**src/rtl/rx_da_pkg.sv**
```systemverilog
package rx_da_pkg;
  typedef enum logic [1:0] {
    CLS_NONE  = 2'd0,
    CLS_UNI   = 2'd1,
    CLS_MULTI = 2'd2,
    CLS_BCAST = 2'd3
  } da_class_e;

  localparam logic [1:0] MCAST_TAKE = 2'd2;
endpackage

```
**src/rtl/da_capture.sv**
```systemverilog
module da_capture #(
  parameter int BYTE_W  = 8,
  parameter int N_BYTES = 6,
  localparam int ADDR_W = BYTE_W * N_BYTES,
  localparam int CW     = $clog2(N_BYTES + 1)
) (
  input  logic              clk,
  input  logic              rst_n,
  input  logic              in_valid,
  input  logic              in_sof,
  input  logic              in_eof,
  input  logic [BYTE_W-1:0] in_data,
  output logic [ADDR_W-1:0] addr_full,
  output logic              addr_done,
  output logic              short_end
);
  localparam logic [CW-1:0] FULL = CW'(N_BYTES);
  localparam logic [CW-1:0] ONE  = CW'(1);

  logic [CW-1:0]              cnt_q, cnt_d;
  logic [ADDR_W-BYTE_W-1:0]   shf_q, shf_d;
  logic                       cnt_en, shf_en;

  // next state
  always_comb begin
    cnt_d  = cnt_q;
    cnt_en = 1'b0;
    if (in_valid && in_sof) begin
      cnt_d  = ONE;
      cnt_en = 1'b1;
    end else if (in_valid && (cnt_q != FULL)) begin
      cnt_d  = cnt_q + ONE;
      cnt_en = 1'b1;
    end
  end

  always_comb begin
    shf_en = cnt_en;
    shf_d  = {shf_q[ADDR_W-2*BYTE_W-1:0], in_data};
  end

  assign addr_full = {shf_q, in_data};
  assign addr_done = cnt_en && (cnt_d == FULL);
  assign short_end = in_valid && in_eof && (cnt_d != FULL) &&
                     (in_sof || (cnt_q != FULL));

  // registers
  always_ff @(posedge clk or negedge rst_n) begin
    if (!rst_n) begin
      cnt_q <= '0;
    end else if (cnt_en) begin
      cnt_q <= cnt_d;
    end
  end

  always_ff @(posedge clk or negedge rst_n) begin
    if (!rst_n) begin
      shf_q <= '0;
    end else if (shf_en) begin
      shf_q <= shf_d;
    end
  end
endmodule

```
**src/rtl/da_classify.sv**
```systemverilog
module da_classify
  import rx_da_pkg::*;
#(
  parameter int BYTE_W  = 8,
  parameter int N_BYTES = 6,
  localparam int ADDR_W = BYTE_W * N_BYTES
) (
  input  logic [ADDR_W-1:0] addr,
  input  logic [ADDR_W-1:0] station,
  input  logic              match_en,
  input  logic              match_sense,
  input  logic              bcast_ok,
  input  logic [1:0]        mcast_mode,
  output da_class_e         cls,
  output logic              accept
);
  logic [N_BYTES-1:0] lane_eq;
  logic               hit, is_bcast, is_multi;

  for (genvar g = 0; g < N_BYTES; g++) begin : g_lane
    assign lane_eq[g] = (addr[g*BYTE_W +: BYTE_W] == station[g*BYTE_W +: BYTE_W]);
  end

  assign hit      = &lane_eq;
  assign is_bcast = &addr;
  assign is_multi = addr[ADDR_W-BYTE_W];

  always_comb begin
    if (is_bcast) begin
      cls    = CLS_BCAST;
      accept = bcast_ok;
    end else if (is_multi) begin
      cls    = CLS_MULTI;
      accept = (mcast_mode == MCAST_TAKE);
    end else begin
      cls = CLS_UNI;
      if (!match_en) accept = 1'b1;
      else           accept = (hit == match_sense);
    end
  end
endmodule

```
**src/rtl/da_verdict.sv**
```systemverilog
module da_verdict
  import rx_da_pkg::*;
(
  input  logic      clk,
  input  logic      rst_n,
  input  logic      sof_byte,
  input  logic      addr_done,
  input  logic      short_end,
  input  da_class_e cls_in,
  input  logic      acc_in,
  output logic      v_valid,
  output logic      v_accept,
  output da_class_e v_class
);
  logic      val_d, acc_d, upd;
  da_class_e cls_d;

  // next state
  always_comb begin
    val_d = v_valid;
    acc_d = v_accept;
    cls_d = v_class;
    upd   = 1'b0;
    if (addr_done) begin
      val_d = 1'b1;
      acc_d = acc_in;
      cls_d = cls_in;
      upd   = 1'b1;
    end else if (short_end) begin
      val_d = 1'b1;
      acc_d = 1'b0;
      cls_d = CLS_NONE;
      upd   = 1'b1;
    end else if (sof_byte) begin
      val_d = 1'b0;
      acc_d = 1'b0;
      cls_d = CLS_NONE;
      upd   = 1'b1;
    end
  end

  // registers
  always_ff @(posedge clk or negedge rst_n) begin
    if (!rst_n) begin
      v_valid  <= 1'b0;
      v_accept <= 1'b0;
      v_class  <= CLS_NONE;
    end else if (upd) begin
      v_valid  <= val_d;
      v_accept <= acc_d;
      v_class  <= cls_d;
    end
  end
endmodule

```
**src/rtl/rx_da_filter.sv**
```systemverilog
module rx_da_filter
  import rx_da_pkg::*;
#(
  parameter int BYTE_W  = 8,
  parameter int N_BYTES = 6,
  localparam int ADDR_W = BYTE_W * N_BYTES
) (
  input  logic              clk,
  input  logic              rst_n,
  input  logic              in_valid,
  input  logic              in_sof,
  input  logic              in_eof,
  input  logic [BYTE_W-1:0] in_data,
  input  logic [ADDR_W-1:0] cfg_station,
  input  logic              cfg_match_en,
  input  logic              cfg_match_sense,
  input  logic              cfg_bcast_ok,
  input  logic [1:0]        cfg_mcast_mode,
  output logic              verdict_valid,
  output logic              verdict_accept,
  output logic [1:0]        verdict_class
);
  logic [ADDR_W-1:0] addr_full;
  logic              addr_done, short_end, acc_c;
  da_class_e         cls_c, cls_q;

  da_capture #(.BYTE_W(BYTE_W), .N_BYTES(N_BYTES)) u_cap (
    .clk       (clk),
    .rst_n     (rst_n),
    .in_valid  (in_valid),
    .in_sof    (in_sof),
    .in_eof    (in_eof),
    .in_data   (in_data),
    .addr_full (addr_full),
    .addr_done (addr_done),
    .short_end (short_end)
  );

  da_classify #(.BYTE_W(BYTE_W), .N_BYTES(N_BYTES)) u_cls (
    .addr        (addr_full),
    .station     (cfg_station),
    .match_en    (cfg_match_en),
    .match_sense (cfg_match_sense),
    .bcast_ok    (cfg_bcast_ok),
    .mcast_mode  (cfg_mcast_mode),
    .cls         (cls_c),
    .accept      (acc_c)
  );

  da_verdict u_vrd (
    .clk       (clk),
    .rst_n     (rst_n),
    .sof_byte  (in_valid && in_sof),
    .addr_done (addr_done),
    .short_end (short_end),
    .cls_in    (cls_c),
    .acc_in    (acc_c),
    .v_valid   (verdict_valid),
    .v_accept  (verdict_accept),
    .v_class   (cls_q)
  );

  assign verdict_class = cls_q;
endmodule

```
**config.mk**
```make
export PLATFORM = sky130hd
export DESIGN_NAME = rx_da_filter
export DESIGN_NICKNAME = d
export VERILOG_FILES = /design/src/rtl/rx_da_pkg.sv /design/src/rtl/da_capture.sv /design/src/rtl/da_classify.sv /design/src/rtl/da_verdict.sv /design/src/rtl/rx_da_filter.sv
export SDC_FILE = /design/constraint.sdc
export NUM_CORES = 1
export LEC_CHECK = 0
export BUFFER_PORTS_ARGS = -buffer_cell sky130_fd_sc_hd__buf_2
export CAP_MARGIN = 0
export CORE_UTILIZATION = 47
export CTS_CLUSTER_DIAMETER = 50
export CTS_CLUSTER_SIZE = 8
export DETAILED_ROUTE_END_ITERATION = 7
export PLACE_DENSITY = 0.76
export SETUP_SLACK_MARGIN = 0.4
export SKIP_LAST_GASP = 1
export SYNTH_ARGS = -nofsm -noshare
export SYNTH_HDL_FRONTEND = slang
export SYNTH_SLANG_ARGS = --single-unit
```
**constraint.sdc**
```tcl
create_clock -name clk -period 1.71 [get_ports clk]
set_input_delay 0 -clock clk [delete_from_list [all_inputs] [get_ports clk]]
set_output_delay 0 -clock clk [all_outputs]
set_load 0.05 [all_outputs]
```
# Yosys cells after proc, flatten, opt, wreduce, memory -nomap -nowiden
# Cells that the tools add are included.
word_totals:
  regBits: 47
  latch_bits: 0
  mem_bits_rw: 0
  mem_bits_ro: 0
  inputBits: 66
  out_inout_bits: 4
  word_cells: 48
  n_memories: 0
op_classes:
  add_sub_neg: 1
  n_mul: 0
  n_div: 0
  magnitude_cmp: 0
  eq_ne: 11
  shifts: 0
  n_mux: 20
  bitwise_logic: 0
  n_reduce_logical: 11
ops:
  columns: ["operator", "count"]
  rows:
  - ["$eq A8 B8 Y1", 6]
  - ["$reduce_and A48 Y1", 1]
  - ["$mux W1", 13]
  - ["$mux W2", 5]
  - ["$logic_and A1 B1 Y1", 6]
  - ["$mux W3", 2]
  - ["$ne A3 B3 Y1 const B", 2]
  - ["$reduce_and A6 Y1", 1]
  - ["$add A3 B1 Y3 const B", 1]
  - ["$eq A3 B3 Y1 const B", 1]
  - ["$reduce_bool A3 Y1", 1]
  - ["$eq A2 B2 Y1 const B", 1]
  - ["$reduce_and A2 Y1", 1]
  - ["$eq A1 B1 Y1", 1]
  - ["$logic_or A1 B1 Y1", 1]

# Longest topological paths before layout
# Gate-level depths: netlist (run 1).
depth:
  depth_word: 10
  mapped_depth: 9
  depth_no_buf: 8

# Modules after synthesis
# Synthesis (run 1) repeated with hierarchy kept, for this count alone.
hier_totals:
  cells_unflattened: 225
  area_unflattened_um2: 2672.6
modules_own_cells:
  columns: ["module", "instances", "cells_per_inst", "area_per_inst_um2", "seq_area_each_um2"]
  rows:
  - ["da_capture", 1, 123, 1815.5, 1076.0]
  - ["da_classify", 1, 87, 689.4, 0.0]
  - ["da_verdict", 1, 14, 161.4, 100.1]
  - ["rx_da_filter", 1, 1, 6.3, 0.0]

# Worst setup path before layout (run 1)
# No wires, ideal clock.
synth_path:
  path_type: "register to register"
  start: "reg u_cap.shf_q[22]"
  end: "reg u_vrd.v_accept"
  setup_time_ns: 0.131
  t_arrival_ns: 1.637
  required_ns: 1.579
  path_slack_ns: -0.058
  path_stages_with_launch: 7
  path_buffers: 0
  period_less_slack_ns: 1.768
  cell_sequence: "dfrtp_1 > xor2_1 > nor4_2 > nand4_1 > or4_1 > a21oi_1 > o22ai_1"
synth_via:
  elab_chain_cells: 7
  word_cells_on_any_way: 8
  classes_between: "eq/ne: 2; mux: 4; reduce/logical: 2"
synth_rtl:
  columns: ["item", "line_no", "text"]
  rows:
  - ["start, declared", "da_capture.sv:21", "logic [ADDR_W-BYTE_W-1:0] shf_q, shf_d;"]
  - ["start signal, assigned", "da_capture.sv:58", "shf_q <= '0;"]
  - ["start signal, assigned", "da_capture.sv:60", "shf_q <= shf_d;"]
  - ["$eq A8 B8 Y1", "da_classify.sv:21", "assign lane_eq[g] = (addr[g*BYTE_W +: BYTE_W] == station[g*BYTE_W +: BYTE_W]);"]
  - ["$reduce_and A6 Y1", "da_classify.sv:24", "assign hit = &lane_eq;"]
  - ["$eq A1 B1 Y1", "da_classify.sv:38", "else accept = (hit == match_sense);"]
  - ["$mux W1", "da_classify.sv:37", "if (!match_en) accept = 1'b1;"]
  - ["$mux W1", "da_classify.sv:32", "end else if (is_multi) begin"]
  - ["$mux W1 (*)", "da_classify.sv:29", "if (is_bcast) begin"]
  - ["$mux W1 (*)", "da_verdict.sv:24", "if (addr_done) begin"]
  - ["end signal, assigned", "da_verdict.sv:46", "v_accept <= 1'b0;"]
  - ["end signal, assigned", "da_verdict.sv:50", "v_accept <= acc_d;"]
  - ["end, declared", "da_verdict.sv:12", "output logic v_accept,"]
# Mark *: on every way between the ends. The rest lies on a longest branch, timed or not.
# A chain may end at the register's enable or synchronous reset.

# Final worst setup path (run 1)
layout_path:
  start: "reg u_cap.shf_q[37]"
  end: "reg u_vrd.v_accept"
# The elaborated chain is that of the path after synthesis.

==> impl_metrics.ini, run 1 <==
[timing]
slew-limit-headroom_pct = 57.8
whs_ns = 0.0525
max_freq_mhz = 420
worst_slack_ns = -0.672
fin_crit_ns = 2.38
tightest_slew_ns = 0.633
drv_slew = 0
hold_viol = 0
setup_viol = 2
rsz0062_at_grt = yes
period_share_pct = 139
clock_skew_ns = 0.00439

[synth]
yosysSeqAreaShare_pct = 47.1
synthMuxAreaShare_pct = 0
yosys.area_share.adder_pct = 1.00
synth-xor-area-share_pct = 16.8
synth_area_per_cell_um2 = 8.65
synth_area_um2 = 2500
ys_seq_elements = 47
syn_nets = 357
async_flop_share_pct = 100
synth_top_family_by_area = simple AND/OR/NAND/NOR gates
yosys.area_share.simple_pct = 29.5
syn_inst = 289
synth_compound_area_share_pct = 4.11
synth-edff-count = 0
synth_ff_type = dfrtp_1
synth.distinct_cells = 26
yosys_warnings = 0

[worst_hold_path]
holdPathEnd = u_cap.shf_q[5]$_DFFE_PN0P_
min_from = in_data[5]
hold_path_class = in2reg
min_delay_path_depth = 4

[drt]
route.detailed.drc = 0
ant_nets = 0
drt_wl_total_um = 12800
dr.pass1.iters = 5
routedWlPerCell_um = 25.1
vias_per_cell = 6.25
vias = 3183
drt_iter0_drc = 373

[place]
place_inst = 469
portBuffers = 69
place_ws_ns = -0.363
dp_hpwl_um = 5590
gp_congestion = 0.935

[worst_setup_path]
crit_fanout = 2
cp_top_family = simple AND/OR/NAND/NOR gates
path_buf_inv = 0
crit_chain = xor2_1 -> nor4_2 -> nand4_1 -> or4_4 -> a21oi_4 -> o22ai_1
crit_type = reg2reg
endpoint_kind = register
worst_path_max_delay_cell = nor4_2
timing.rr.start = u_cap.shf_q[37]$_DFFE_PN0P_
critical_path.max_stage_delay_ns = 0.61
rrSetupSlack_ns = -0.67
regToRegEndpoint = u_vrd.v_accept$_DFFE_PN0P_
start_kind = register
r2r_cells = 6
crit_required_ns = 1.90
arrival_ns = 2.58

[grt]
gr-total-overflow = 0
grt_first_pass_wirelength_um = 15000
grt_pass1_vias = 2993
grt_max_degree = 26
antenna_found_initial = 0
grt_util_all_layers_pct = 38.0

[status]
failed_checks = setup timing
status = complete, but fails checks

[floorplanning]
die_h_um = 74.9
num_io_pins = 70
dieArea_um2 = 5610
start_util_pct = 48.9
core_area_um2 = 5110
fp.dieW_um = 74.9
row_count = 26

[power]
p_total_mw = 3.72
vdd_ir_drop_max_uv = 980
p_leak_nw = 2.36
power_density_nw_per_um2 = 843

[cells_and_area]
layout_commonest_cell = buf_2
fin_util_pct = 86.3
diodes = 0
area_growth_pct = 76.4
final_nets = 507
layout.cells.non_filler = 509
layout_common_cells = buf_2 (69), buf_4 (51), nand2_1 (49)
drive_gt1_share_pct = 58.5

[cts]
path_clk_slew_ns = 0.09
cts_inserted_buffers = 5
clock_path_buffers = 2
cts_sinks = 47
cts_tree = built
htree_levels = 2
clk_latency_ns = 0.32
clockRootBuffer = clkbuf_8

[job]
maxCapViolations = 0
## metal layers
layer  global-route usage, %  vias up  share of wire [%]
li1                        -     1252                  -
met1                    47.3     1496                 34
met2                    59.2      332                 45
met3                    10.2      103                 13
met4                    22.9        0                8.5
met5                       0        -                  0
## synthesized netlist by cell type (2+ instances only)
master	n	share of area, %
a21oi_1	3	0.60
clkbuf_1	9	1.4
dfrtp_1	47	47
ha_1	2	1.0
nand2_1	130	20
nand4_1	15	3.8
nor4_1	11	2.8
nor4_2	4	2.0
o21ai_0	4	0.80
xor2_1	48	17
## area by class of cell
class	count	area, µm²
tap	70	87.6
fill	239	699
clock inverter	1	5.00
multi-input combinational	232	1780
sequential	47	1180
timing repair buffer	152	1270
clock buffer	6	82.6
inverter	1	3.75
## tightest hold or removal path, delay by kind of cell
family | cells | cell delay, ns
buffers and inverters | 2 | 0.23
and+or+nand+nor | 2 | 0.11
## flip-flops by register name, indices dropped and copies added, names as in the netlist
name,flops
u_vrd.v_accept,1
u_vrd.v_valid,1
u_vrd.v_class,2
u_cap.shf_q,40
u_cap.cnt_q,3
## stage by stage
stage	instance area [µm²]	TNS, ns
after floorplan	2540	-0.0239
after CTS	4050	-0.301
after global placement	3310	-0.338
final	4410	-0.702
after global routing	4410	-0.751
after detailed placement	3310	-0.363
## cells by family after synthesis
kind of cell / count (synthesis)
compound gates: 16
xor+xnor: 48
fa+ha+maj: 2
buf+inv: 10
flops: 47
simple gates: 166
## worst max-delay path by stage
stage	startpoint	to	depth (start not counted)
detailed placement	u_cap.shf_q[20]$_DFFE_PN0P_	u_vrd.v_accept$_DFFE_PN0P_	6
CTS	u_cap.shf_q[23]$_DFFE_PN0P_	u_vrd.v_accept$_DFFE_PN0P_	6
finish	u_cap.shf_q[37]$_DFFE_PN0P_	u_vrd.v_accept$_DFFE_PN0P_	6
global route	u_cap.shf_q[37]$_DFFE_PN0P_	u_vrd.v_accept$_DFFE_PN0P_	6
floorplan	u_cap.shf_q[24]$_DFFE_PN0P_	u_vrd.v_accept$_DFFE_PN0P_	6
global placement	u_cap.shf_q[20]$_DFFE_PN0P_	u_vrd.v_accept$_DFFE_PN0P_	6
## power breakdown
| part | internal (mW) | leakage (nW) | switching (mW) |
|---|---|---|---|
| Clock | 0.318 | 0.0470 | 0.398 |
| Combinational | 0.710 | 1.71 | 0.843 |
| Sequential | 1.28 | 0.597 | 0.167 |
## timing repair
item / in CTS / in global routing
endpoints found under the hold margin: 30 / 0
setup buffers: 12 / 4
endpoints found under the setup margin: 45 / 46
cloned: 10 / 0
gates resized for setup: 78 / 85
pin swaps: 76 / 47
hold buffers: 7 / 0
Power figures use the tool's default switching activity.
==> inputs of run 2 (changes only) <==
--- a/config.mk
+++ b/config.mk
@@ -5,13 +5,14 @@
 export SDC_FILE = /design/constraint.sdc
 export NUM_CORES = 1
 export LEC_CHECK = 0
-export BUFFER_PORTS_ARGS = -buffer_cell sky130_fd_sc_hd__buf_2
+export BUFFER_PORTS_ARGS = -buffer_cell sky130_fd_sc_hd__buf_4
 export CAP_MARGIN = 0
 export CORE_UTILIZATION = 47
 export CTS_CLUSTER_DIAMETER = 50
 export CTS_CLUSTER_SIZE = 8
 export DETAILED_ROUTE_END_ITERATION = 7
 export PLACE_DENSITY = 0.76
+export RECOVER_POWER = 50
 export SETUP_SLACK_MARGIN = 0.4
 export SKIP_LAST_GASP = 1
 export SYNTH_ARGS = -nofsm -noshare
==> impl_metrics.ini, run 2 (synthesis results as in run 1) <==
[status]
status = complete, but fails checks
failed_checks = setup timing

[timing]
hold_viol = 0
setup_tns_ns = -1.08
slew-limit-headroom_pct = 19.7
tightest_slew_ns = 1.20
drv_slew = 0
max_freq_mhz = 439
rsz0062_at_grt = yes
setup_viol = 15
clock_skew_ns = 0.00599
worst_slack_ns = -0.566
fin_crit_ns = 2.28
period_share_pct = 133

[cts]
cts_sinks = 47
clk_latency_ns = 0.32
path_clk_slew_ns = 0.09
clock_path_buffers = 2
htree_levels = 2
cts_inserted_buffers = 5
clockRootBuffer = clkbuf_8
cts_tree = built

[cells_and_area]
area_growth_pct = 88.4
final_nets = 511
top_regs = u_cap.shf_q: 40 flops, u_cap.cnt_q: 3 flops, u_vrd.v_class: 2 flops
layout_common_cells = buf_4 (116), nand2_2 (52), xor2_1 (48)
drive_gt1_share_pct = 59.0
seq_area_um2 = 1180
diodes = 0
top_register = u_cap.shf_q
layout_commonest_cell = buf_4
nFillCells = 174
largest_reg_flops = 40
multi_input_area_um2 = 1800
fin_util_pct = 92.2

[power]
p_sw_share_pct = 36.7
p_leak_nw = 2.45
vdd_ir_drop_max_uv = 895
seqPwrFrac_pct = 36.4
intPower_mw = 2.53
power_density_nw_per_um2 = 850
comb_power_share_pct = 41.8
p_switching_mw = 1.47
pwr-share-clk_pct = 21.8

[drt]
wl_met3_um = 1640
ant_nets = 0
routedWlPerCell_um = 26.6
route.detailed.drc = 0
maxUsedRoutingLayer = met5
drt_wl_total_um = 13700
dr.pass1.iters = 8
wl_met2_um = 6030
drt_iter0_drc = 423
vias = 3283
vias_per_cell = 6.39
met1_length_um = 4670

[grt]
antenna_found_initial = 0
grt_util_all_layers_pct = 41.9
grt_pass1_vias = 3109
grt_first_pass_wirelength_um = 16400
gr-total-overflow = 0
grt_max_degree = 48

[worst_setup_path]
arrival_ns = 2.50
crit_fanout = 2
crit_chain = xor2_1 -> nor4_2 -> nand4_1 -> buf_4 -> o31ai_1 -> a21oi_4 -> o22ai_1
critical_path.max_stage_delay_ns = 0.44
rrSetupSlack_ns = -0.57
r2r_cells = 7
regToRegEndpoint = u_vrd.v_accept$_DFFE_PN0P_
timing.rr.start = u_cap.shf_q[23]$_DFFE_PN0P_
startpoint = u_cap.shf_q[23]$_DFFE_PN0P_
worst_path_max_delay_cell = nor4_2
crit_type = reg2reg
start_kind = register
endpoint_kind = register
cp-endpoint = u_vrd.v_accept$_DFFE_PN0P_
crit_required_ns = 1.94

[floorplanning]
die_h_um = 74.9
start_util_pct = 48.9
core_area_um2 = 5110
dieArea_um2 = 5610
fp.dieW_um = 74.9
num_io_pins = 70
row_count = 26

[worst_hold_path]
hold_path_class = in2reg

[place]
gp_congestion = 0.945
dp_hpwl_um = 5530
portBuffers = 69

[job]
maxCapViolations = 0
## run 2: worst max-delay path, delay by kind of cell (launching register included)
| kind | cells | cell delay (ns) |
|---|---|---|
| flip-flops | 1 | 0.42 |
| AO/OA/AOI/OAI | 3 | 0.70 |
| buffers and inverters | 1 | 0.19 |
| XOR/XNOR | 1 | 0.19 |
| AND/OR/NAND/NOR | 2 | 0.68 |
## run 2: power groups by stage
| stage | clock network (mW) | registers (mW) | logic [mW] |
|---|---|---|---|
| 3_5_place_dp | 0 | 1.44 | 0.959 |
| 3_3_place_gp | 0 | 1.43 | 0.942 |
| 4_1_cts | 0.851 | 1.42 | 1.27 |
| 6_report | 0.872 | 1.46 | 1.67 |
| 5_1_grt | 0.908 | 1.47 | 1.72 |
| 2_1_floorplan | 0 | 1.48 | 0.390 |
## run 2: how the worst min path moves through the flow
stage / cells after the start / end / from / slack, ns
final: 3 / u_cap.cnt_q[1]$_DFFE_PN0P_ / in_sof / 0.06
after global routing: 3 / u_cap.cnt_q[1]$_DFFE_PN0P_ / in_sof / 0.07
after CTS: 4 / u_cap.shf_q[3]$_DFFE_PN0P_ / in_data[3] / 0.04
after detailed placement: 1 / u_cap.shf_q[36]$_DFFE_PN0P_ / rst_n / 0.04
after global placement: 1 / u_vrd.v_class[1]$_DFFE_PN0P_ / rst_n / 0.05
after floorplan: 0 / u_cap.cnt_q[0]$_DFFE_PN0P_ / rst_n / -0.30
## run 2: routing by layer
metal  track usage, %  up-vias
met1             51.4     1544
met4             28.5        4
met2             64.1      336
met5                0        -
met3             12.0      129
li1                 -     1270
## run 2: cell type report
type                            instances  share of cell area, %
Inverter                                1                 0.0797
Clock buffer                            6                   1.75
Multi-Input combinational cell        232                   38.3
Sequential cell                        47                   25.0
Timing Repair Buffer                  156                   32.3
Clock inverter                          2                  0.744
Tap cell                               70                   1.86
## run 2: repair_timing
| action | in CTS | in global routing |
|---|---|---|
| setup endpoints to repair | 45 | 46 |
| gates cloned | 13 | 0 |
| resized for setup | 73 | 103 |
| pin swaps | 44 | 69 |
| setup buffers | 17 | 2 |
| endpoints found under the hold margin | 55 | 0 |
| hold buffers | 9 | 0 |
## run 2: stage by stage
stage / area (µm²) / power, mW / hold slack (ns) / setup slack [ns] / cells
after detailed placement: 3450 / 2.40 / 0.0449 / -0.328 / 465
after global placement: 3450 / 2.37 / 0.0502 / -0.334 / 465
after CTS: 4330 / 3.54 / 0.0434 / -0.336 / 512
after floorplan: 2540 / 1.87 / -0.296 / -0.0239 / 289
after global routing: 4710 / 4.09 / 0.0690 / -0.564 / 514
final: 4710 / 4.00 / 0.0619 / -0.566 / 514
